==> src/rtl/tw_pkg.sv <==
package tw_pkg;
  typedef enum logic [1:0] {
    TM_LINEAR = 2'd0,
    TM_XMAJ   = 2'd1,
    TM_YMAJ   = 2'd2,
    TM_WBLK   = 2'd3
  } tmode_e;

  localparam int TILE_LOG2 = 12;
endpackage

==> src/rtl/tw_tile_map.sv <==
module tw_tile_map
  import tw_pkg::*;
#(
  parameter int AW = 32,
  parameter int CW = 16
) (
  input  tmode_e        mode,
  input  logic [CW-1:0] px,
  input  logic [CW-1:0] py,
  input  logic [AW-1:0] stride,
  output logic [AW-1:0] addr
);
  logic [AW-1:0] xw, yw, tpr, tile;
  logic [TILE_LOG2-1:0] inner;

  always_comb begin
    xw    = AW'(px);
    yw    = AW'(py);
    tpr   = '0;
    tile  = '0;
    inner = '0;
    addr  = '0;
    unique case (mode)
      TM_LINEAR: begin
        addr = yw * stride + xw;
      end
      TM_XMAJ: begin
        tpr   = stride >> 9;
        tile  = (yw >> 3) * tpr + (xw >> 9);
        inner = {py[2:0], px[8:0]};
        addr  = (tile << TILE_LOG2) | AW'(inner);
      end
      TM_YMAJ: begin
        tpr   = stride >> 7;
        tile  = (yw >> 5) * tpr + (xw >> 7);
        inner = {px[6:4], py[4:0], px[3:0]};
        addr  = (tile << TILE_LOG2) | AW'(inner);
      end
      default: begin
        tpr   = stride >> 6;
        tile  = (yw >> 6) * tpr + (xw >> 6);
        inner = {px[5:3], py[5:3], py[2], px[2], py[1], px[1], py[0], px[0]};
        addr  = (tile << TILE_LOG2) | AW'(inner);
      end
    endcase
  end
endmodule

==> src/rtl/tw_swizzle.sv <==
module tw_swizzle
  import tw_pkg::*;
#(
  parameter int AW = 32
) (
  input  tmode_e        mode,
  input  logic          en,
  input  logic [AW-1:0] raw,
  output logic [AW-1:0] out
);
  logic flip;

  always_comb begin
    flip = raw[9] ^ ((mode == TM_XMAJ) ? raw[10] : 1'b0);
    out  = raw;
    if (en && (mode != TM_LINEAR)) begin
      out[6] = raw[6] ^ flip;
    end
  end
endmodule

==> src/rtl/tw_iter.sv <==
module tw_iter #(
  parameter int CW = 16,
  parameter int SW = 8
) (
  input  logic          clk,
  input  logic          rst_n,
  input  logic          start,
  input  logic [CW-1:0] x0,
  input  logic [CW-1:0] y0,
  input  logic [CW-1:0] width,
  input  logic [CW-1:0] height,
  input  logic [SW-1:0] step,
  input  logic          ready,
  output logic          accept,
  output logic          active,
  output logic          last,
  output logic [CW-1:0] cur_x,
  output logic [CW-1:0] cur_y
);
  logic          active_q, active_n;
  logic [CW-1:0] x_q, x_n, y_q, y_n, col_q, col_n, row_q, row_n;
  logic [CW-1:0] x0_q, x0_n, wl_q, wl_n, hl_q, hl_n;
  logic [SW-1:0] step_q, step_n;
  logic          last_col, last_row, en;

  assign last_col = (col_q == wl_q);
  assign last_row = (row_q == hl_q);

  always_comb begin
    active_n = active_q;
    x_n      = x_q;
    y_n      = y_q;
    col_n    = col_q;
    row_n    = row_q;
    x0_n     = x0_q;
    wl_n     = wl_q;
    hl_n     = hl_q;
    step_n   = step_q;
    accept   = 1'b0;
    if (!active_q) begin
      if (start && (width != '0) && (height != '0)) begin
        accept   = 1'b1;
        active_n = 1'b1;
        x_n      = x0;
        y_n      = y0;
        col_n    = '0;
        row_n    = '0;
        x0_n     = x0;
        wl_n     = width - 1'b1;
        hl_n     = height - 1'b1;
        step_n   = step;
      end
    end else if (ready) begin
      if (last_col) begin
        col_n = '0;
        x_n   = x0_q;
        if (last_row) begin
          active_n = 1'b0;
        end else begin
          row_n = row_q + 1'b1;
          y_n   = y_q + 1'b1;
        end
      end else begin
        col_n = col_q + 1'b1;
        x_n   = x_q + CW'(step_q);
      end
    end
  end

  assign en = accept | (active_q & ready);

  always_ff @(posedge clk or negedge rst_n) begin
    if (!rst_n) begin
      active_q <= 1'b0;
      x_q      <= '0;
      y_q      <= '0;
      col_q    <= '0;
      row_q    <= '0;
      x0_q     <= '0;
      wl_q     <= '0;
      hl_q     <= '0;
      step_q   <= '0;
    end else if (en) begin
      active_q <= active_n;
      x_q      <= x_n;
      y_q      <= y_n;
      col_q    <= col_n;
      row_q    <= row_n;
      x0_q     <= x0_n;
      wl_q     <= wl_n;
      hl_q     <= hl_n;
      step_q   <= step_n;
    end
  end

  assign active = active_q;
  assign last   = active_q & last_col & last_row;
  assign cur_x  = x_q;
  assign cur_y  = y_q;
endmodule

==> src/rtl/tiled_addr_walker.sv <==
module tiled_addr_walker
  import tw_pkg::*;
#(
  parameter int AW = 32,
  parameter int CW = 16,
  parameter int SW = 8
) (
  input  logic          clk,
  input  logic          rst_n,
  input  logic          start_i,
  input  logic [1:0]    mode_i,
  input  logic          swz_en_i,
  input  logic [CW-1:0] x0_i,
  input  logic [CW-1:0] y0_i,
  input  logic [CW-1:0] width_i,
  input  logic [CW-1:0] height_i,
  input  logic [AW-1:0] stride_i,
  input  logic [SW-1:0] step_i,
  input  logic          ready_i,
  output logic          valid_o,
  output logic [AW-1:0] addr_o,
  output logic          done_o
);
  logic          rst_s1, rst_s2;
  logic          accept, active, last;
  logic [CW-1:0] cur_x, cur_y;
  tmode_e        mode_q;
  logic          swz_q;
  logic [AW-1:0] stride_q, raw_addr;

  always_ff @(posedge clk or negedge rst_n) begin
    if (!rst_n) begin
      rst_s1 <= 1'b0;
      rst_s2 <= 1'b0;
    end else begin
      rst_s1 <= 1'b1;
      rst_s2 <= rst_s1;
    end
  end

  always_ff @(posedge clk or negedge rst_s2) begin
    if (!rst_s2) begin
      mode_q   <= TM_LINEAR;
      swz_q    <= 1'b0;
      stride_q <= '0;
    end else if (accept) begin
      mode_q   <= tmode_e'(mode_i);
      swz_q    <= swz_en_i;
      stride_q <= stride_i;
    end
  end

  tw_iter #(.CW(CW), .SW(SW)) u_iter (
    .clk    (clk),
    .rst_n  (rst_s2),
    .start  (start_i),
    .x0     (x0_i),
    .y0     (y0_i),
    .width  (width_i),
    .height (height_i),
    .step   (step_i),
    .ready  (ready_i),
    .accept (accept),
    .active (active),
    .last   (last),
    .cur_x  (cur_x),
    .cur_y  (cur_y)
  );

  tw_tile_map #(.AW(AW), .CW(CW)) u_map (
    .mode   (mode_q),
    .px     (cur_x),
    .py     (cur_y),
    .stride (stride_q),
    .addr   (raw_addr)
  );

  tw_swizzle #(.AW(AW)) u_swz (
    .mode (mode_q),
    .en   (swz_q),
    .raw  (raw_addr),
    .out  (addr_o)
  );

  assign valid_o = active;
  assign done_o  = last;
endmodule

==> config.mk <==
export PLATFORM = sky130hd
export DESIGN_NAME = tiled_addr_walker
export DESIGN_NICKNAME = d
export VERILOG_FILES = /design/src/rtl/tw_pkg.sv /design/src/rtl/tw_tile_map.sv /design/src/rtl/tw_swizzle.sv /design/src/rtl/tw_iter.sv /design/src/rtl/tiled_addr_walker.sv
export SDC_FILE = /design/constraint.sdc
export NUM_CORES = 2
export LEC_CHECK = 0
export ABC_CLOCK_PERIOD_IN_PS = 15900
export BUFFER_PORTS_ARGS = -buffer_cell sky130_fd_sc_hd__buf_2
export CAP_MARGIN = 20
export CORE_MARGIN = 2
export CORE_UTILIZATION = 30
export DETAILED_ROUTE_END_ITERATION = 10
export GPL_TIMING_DRIVEN = 0
export PLACE_DENSITY = 0.54
export SLEW_MARGIN = 40
export SYNTH_ARGS = -nofsm -noshare
export SYNTH_HDL_FRONTEND = slang
export SYNTH_SLANG_ARGS = --single-unit
==> constraint.sdc <==
create_clock -name clk -period 15.9 [get_ports clk]
set_input_delay 0 -clock clk [delete_from_list [all_inputs] [get_ports clk]]
set_output_delay 0 -clock clk [all_outputs]
set_load 0.05 [all_outputs]
# After elaboration in Yosys (flattened, before gate mapping)
# Cells that the tools add are included.
# totals
reg_bits	158
input_bits	111
out_inout_bits	34
wordCells	82
# op_classes
add_sub_neg	10
mul	4
eq_ne	7
n_mux	26
bitwise	10
n_reduce_logical	11
# ops
cell	n
16-bit two-way mux	17
32-bit by 12-bit bitwise OR with 32-bit output	3
32-bit case mux with 3 select lines	1
16-bit by 1-bit adder with 16-bit output (second input constant)	3
32-bit by 16-bit adder with 32-bit output	1
16-bit == test	2
16-bit by 32-bit multiplier with 32-bit output	1
16-bit nonzero test	2
16-bit by 1-bit subtractor with 16-bit output (second input constant)	2
10-bit by 26-bit multiplier with 20-bit output	1
11-bit by 25-bit multiplier with 20-bit output	1
13-bit by 23-bit multiplier with 20-bit output	1
20-bit by 10-bit adder with 20-bit output	1
20-bit by 7-bit adder with 20-bit output	1
20-bit by 9-bit adder with 20-bit output	1
16-bit by 8-bit adder with 16-bit output	1
1-bit two-way mux	8
2-bit inequality test (second input constant)	3
3-bit AND reduction	2
5-bit AND reduction	1
2-bit nonzero test	2
1-bit bitwise AND	3
1-bit logical AND	3
2-bit by 1-bit == test with 1-bit output (second input constant)	1
other kinds (5)	6

# Logic depth before layout (Yosys ltp)
# depth
ltp_word	8
ltp_mapped	26
depth_no_buf	24

# Modules after synthesis
# From an unflattened synthesis, not the netlist that was laid out.
# unflattened
hier_cells	3279
area_unflattened_um2	30038.8
# by_module_without_submodules
mod	instances	cells_per_inst	area_per_inst_um2	seq_area_each_um2
tw_tile_map	1	2349	21017.7	0.0
tw_iter	1	816	7239.4	3027.9
tiled_addr_walker	1	77	1507.7	925.9
tw_swizzle	1	37	274.0	0.0

# Worst setup path after synthesis
# OpenSTA, ideal clock, no wires.
# synth_timing
path_kind	register to output
startpoint	reg u_iter.y_q[3], in the netlist u_iter.cur_y[3]
endpoint	out addr_o[31]
t_arrival_ns	7.134
required_ns	15.900
path_slack_ns	8.766
path_stages_with_launch	26
n_path_buf	2
path_cell_list	dfrtp_1 > clkbuf_1 > clkbuf_1 > nand2_1 > fa_1 > inv_1 > fa_1 > inv_1 > fa_1 > inv_1 > fa_1 > fa_1 > inv_1 > fa_1 > inv_1 > ha_1 > o21ai_0 > o21bai_1 > a221o_1 > a21oi_1 > a31oi_1 > a21boi_0 > nor2_1 > o22ai_1 > xnor2_1 > o311ai_1
# synth_between
elab_chain_cells	4
elab_cells_between_ends	6
classes_between	add/sub: 2; mul: 2; mux: 1; bitwise: 1
# synth_rtl
element	line	source
from (decl)	tw_iter.sv:21	logic [CW-1:0] x_q, x_n, y_q, y_n, col_q, col_n, row_q, row_n;
from (signal assigned)	tw_iter.sv:86	y_q <= y_n;
parallel branches: the longest is 3 deep, another holds 16-bit by 32-bit multiplier with 32-bit output	n/a	
32-bit case mux with 3 select lines (*)	tw_tile_map.sv:23	unique case (mode)
to (decl)	tiled_addr_walker.sv:21	output logic [AW-1:0] addr_o,
# Mark *: on every way between the ends.

# Worst setup path after layout
# Same ends and word-level chain as after synthesis.

==> run metrics <==
Netlist cell types 67; MaxCap Viol Count 0; Max clock buf depth 2; Inserted Clock Buffers 17; DR vias/cell 4.82; Crit Reg-Reg Endpoint u_iter.cur_x[12]; top_reg_cell synth dfrtp_1; Routed WL around 100000 µm; Slew Limit Headroom roughly two fifths; clk_skew between 0.015 and 0.02 ns; top-area cell type share of the netlist area 33.2%; TritonCTS Sinks about 160; Area contributors post-synth fa_1, dfrtp_1, ha_1, inv_1, nand2_1; routed wire length per instance about 21 µm; # H-tree levels 4; status complete, no violations; Ys Warns 0; post-DP HPWL roughly 85000 µm; initial antenna violation count 12; Arrival @ worst endpoint 9.14 ns; share of layout cells above drive strength 1 6.51%; Worst-path clk slew 0.07 ns; max frequency 0.109 GHz; die width between 300 and 400 µm; Crit Reg-Reg Startpoint u_iter.cur_x[0]; core area slightly below 0.1 mm²; Setup crit start kind flop; R2R Setup Slk ~12 ns; RSZ-0062 raised after global routing false; Congestion Overflow GR 0; Starting Density between 30% and 40%; sequential share of the synthesized area between 10 and 15%; Setup Fix Bufs, Post-CTS 0; Syn Area/Cell a little under 9 µm²; #FFs+latches synth between 150 and 200; area delta synth->final 14.8%; DR vias 23.7k; Synth Cell Area about 0.029 mm²; ys async rst share between 90% and 100%; Setup CP Type flop to output port; most frequent cells after synthesis inv_1, fa_1, nand2_1, ha_1, and2_1; R2R depth 13; die area 0.0993 mm²; Post-synth EDFFs 0; post-route minimum period 9.14 ns; largest net degree at the start of global routing 41; gr usage total a little over a fifth; Fin. Hold Viols 0; Site Rows about 110; placer congestion estimate roughly 0.96; setup violators final 0; worst hold path class primary input to flop; DR pass1 iterations 6; # DRC 0; Filler Cells Inserted around 10k; Net Count, Synth 4179; count leader, synth inv_1; Root Buffer clkbuf_16; CP Max Fanout 10; Slew Limit Fails 0; CP Launch Point u_iter.cur_y[3]; Slew @ Worst Pin 0.926 ns; CP required around 16 ns; Post-DRT Antenna Nets 0; crit path capture type output port; Setup TNS 0 ns; I/O pin count about 150; post-layout net count roughly 4.5k; count of mapped cells out of synthesis 3336; CTS tree built; Clock Latency Late Sink roughly 0.47 ns; die height 315 µm; Initial DRC Count around 1.8k; vias in the first global route 24.7k; global-route wire length before repair around 150000 µm; Port Buffers around 140; Yosys top cell by area fa_1; Worst Setup EP addr_o[31]; Tcrit/Tclk final ~57%
[area by class of cell]
| cell class | instances | area [µm²] | area share [%] |
|---|---|---|---|
| buffer | 127 | 508 | 1.52 |
| multi-input combinational | 2312 | 21900 | 65.6 |
| timing repair buffer | 271 | 2050 | 6.15 |
| clock buffer | 19 | 443 | 1.33 |
| inverter | 739 | 2770 | 8.32 |
| sequential | 158 | 3960 | 11.9 |
| antenna | 1 | 2.50 | 0.00751 |
| clock inverter | 13 | 153 | 0.458 |
| tap | 1276 | 1600 | 4.79 |
[what timing repair did]
action / CTS / global route
hold buffers: 122 / 0
hold endpoints to repair: 123 / 0
gates resized for setup: 0 / 0
[cell usage in the layout (no fill, tap or decap), drive strengths merged, types with 12 or more instances in the layout]
cell	instances
a211oi	16
nor4	21
a21o	28
ha	250
or3	18
o211ai	14
clkbuf	128
xnor2	109
xor2	65
dlygate4sd3	122
and3	18
a31oi	14
inv	744
o22ai	13
mux4	16
a21oi	109
nand2	464
and2	227
o21a	14
nand3	41
dfrtp	158
buf	167
nor2	136
nor3	25
fa	482
nand4	12
o21ai	115
[registers in the layout, indices dropped and copies added, names as in the netlist]
| register | flops |
|---|---|
| stride_q | 32 |
| u_iter.col_q | 16 |
| u_iter.cur_x | 16 |
| u_iter.cur_y | 16 |
| u_iter.hl_q | 16 |
| u_iter.row_q | 16 |
| u_iter.wl_q | 16 |
| u_iter.x0_q | 16 |
| u_iter.step_q | 8 |
| mode_q | 2 |
| rst_s1 | 1 |
| rst_s2 | 1 |
| swz_q | 1 |
| u_iter.active | 1 |
[cell families (layout without fill, tap and decap cells)]
group                      Yosys count  in the layout  synth area share [%]
DFF                                158            158                  13.6
xor gates and xnor gates           176            176                  5.40
other                                1              2                0.0129
AOI/OAI and AO/OA                  388            388                  8.26
and+or+nand+nor                    992            992                  16.0
buffers and inverters              866           1169                  11.2
muxes                               23             23                  1.49
adders and majority gates          732            732                  44.0
[worst min path at each step]
stage	to	slack, ns	cells past startpoint	start
after floorplan	rst_s1	-0.30	0	rst_n
after global placement	rst_s1	-0.21	1	rst_n
after detailed placement	rst_s1	-0.21	1	rst_n
after CTS	u_iter.cur_y[12]	0.02	4	y0_i[12]
after global routing	u_iter.cur_y[12]	0.07	4	y0_i[12]
final	u_iter.cur_y[12]	0.04	4	y0_i[12]
[metal layers]
metal / GRT usage (%) / wire length [µm] / vias to the layer above
li1: - / - / 10800
met1: 28.4 / 44000 / 11800
met2: 33.2 / 45300 / 921
met3: 5.41 / 9360 / 156
met4: 6.79 / 3840 / 12
met5: 0 / 80 / -
[metrics by stage]
step / cells / hold slack (ns) / utilization (%) / setup slack [ns] / instance area, µm²
floorplan: 3336 / -0.296 / - / 8.77 / 29100
global placement: 4756 / -0.212 / 32.6 / 6.73 / 31400
detailed placement: 4761 / -0.209 / 32.7 / 7.22 / 31500
CTS: 4915 / 0.0218 / 34.6 / 6.72 / 33300
global route: 4915 / 0.0717 / 34.6 / 6.37 / 33300
finish: 4916 / 0.0360 / 34.6 / 6.76 / 33300
[critical path, stage by stage, from the launching register on]
cell and delay [ns]:
dfrtp_1 0.60, clkbuf_1 0.60, clkbuf_1 0.70, nand2_1 0.27, fa_1 0.55, inv_1 0.05
fa_1 0.53, inv_1 0.07, fa_1 0.52, inv_1 0.06, fa_1 0.50, fa_1 0.50
inv_1 0.05, fa_1 0.48, inv_1 0.04, ha_1 0.34, o21ai_0 0.18, o21bai_1 0.13
a221o_1 0.46, a21oi_1 0.23, a31oi_1 0.14, a21boi_0 0.46, nor2_1 0.17, o22ai_1 0.21
xnor2_1 0.10, o311ai_1 0.39, buf_2 0.35
Power is not shown: default switching activity piles up to over one toggle a cycle in this logic, so the estimate is an artifact.
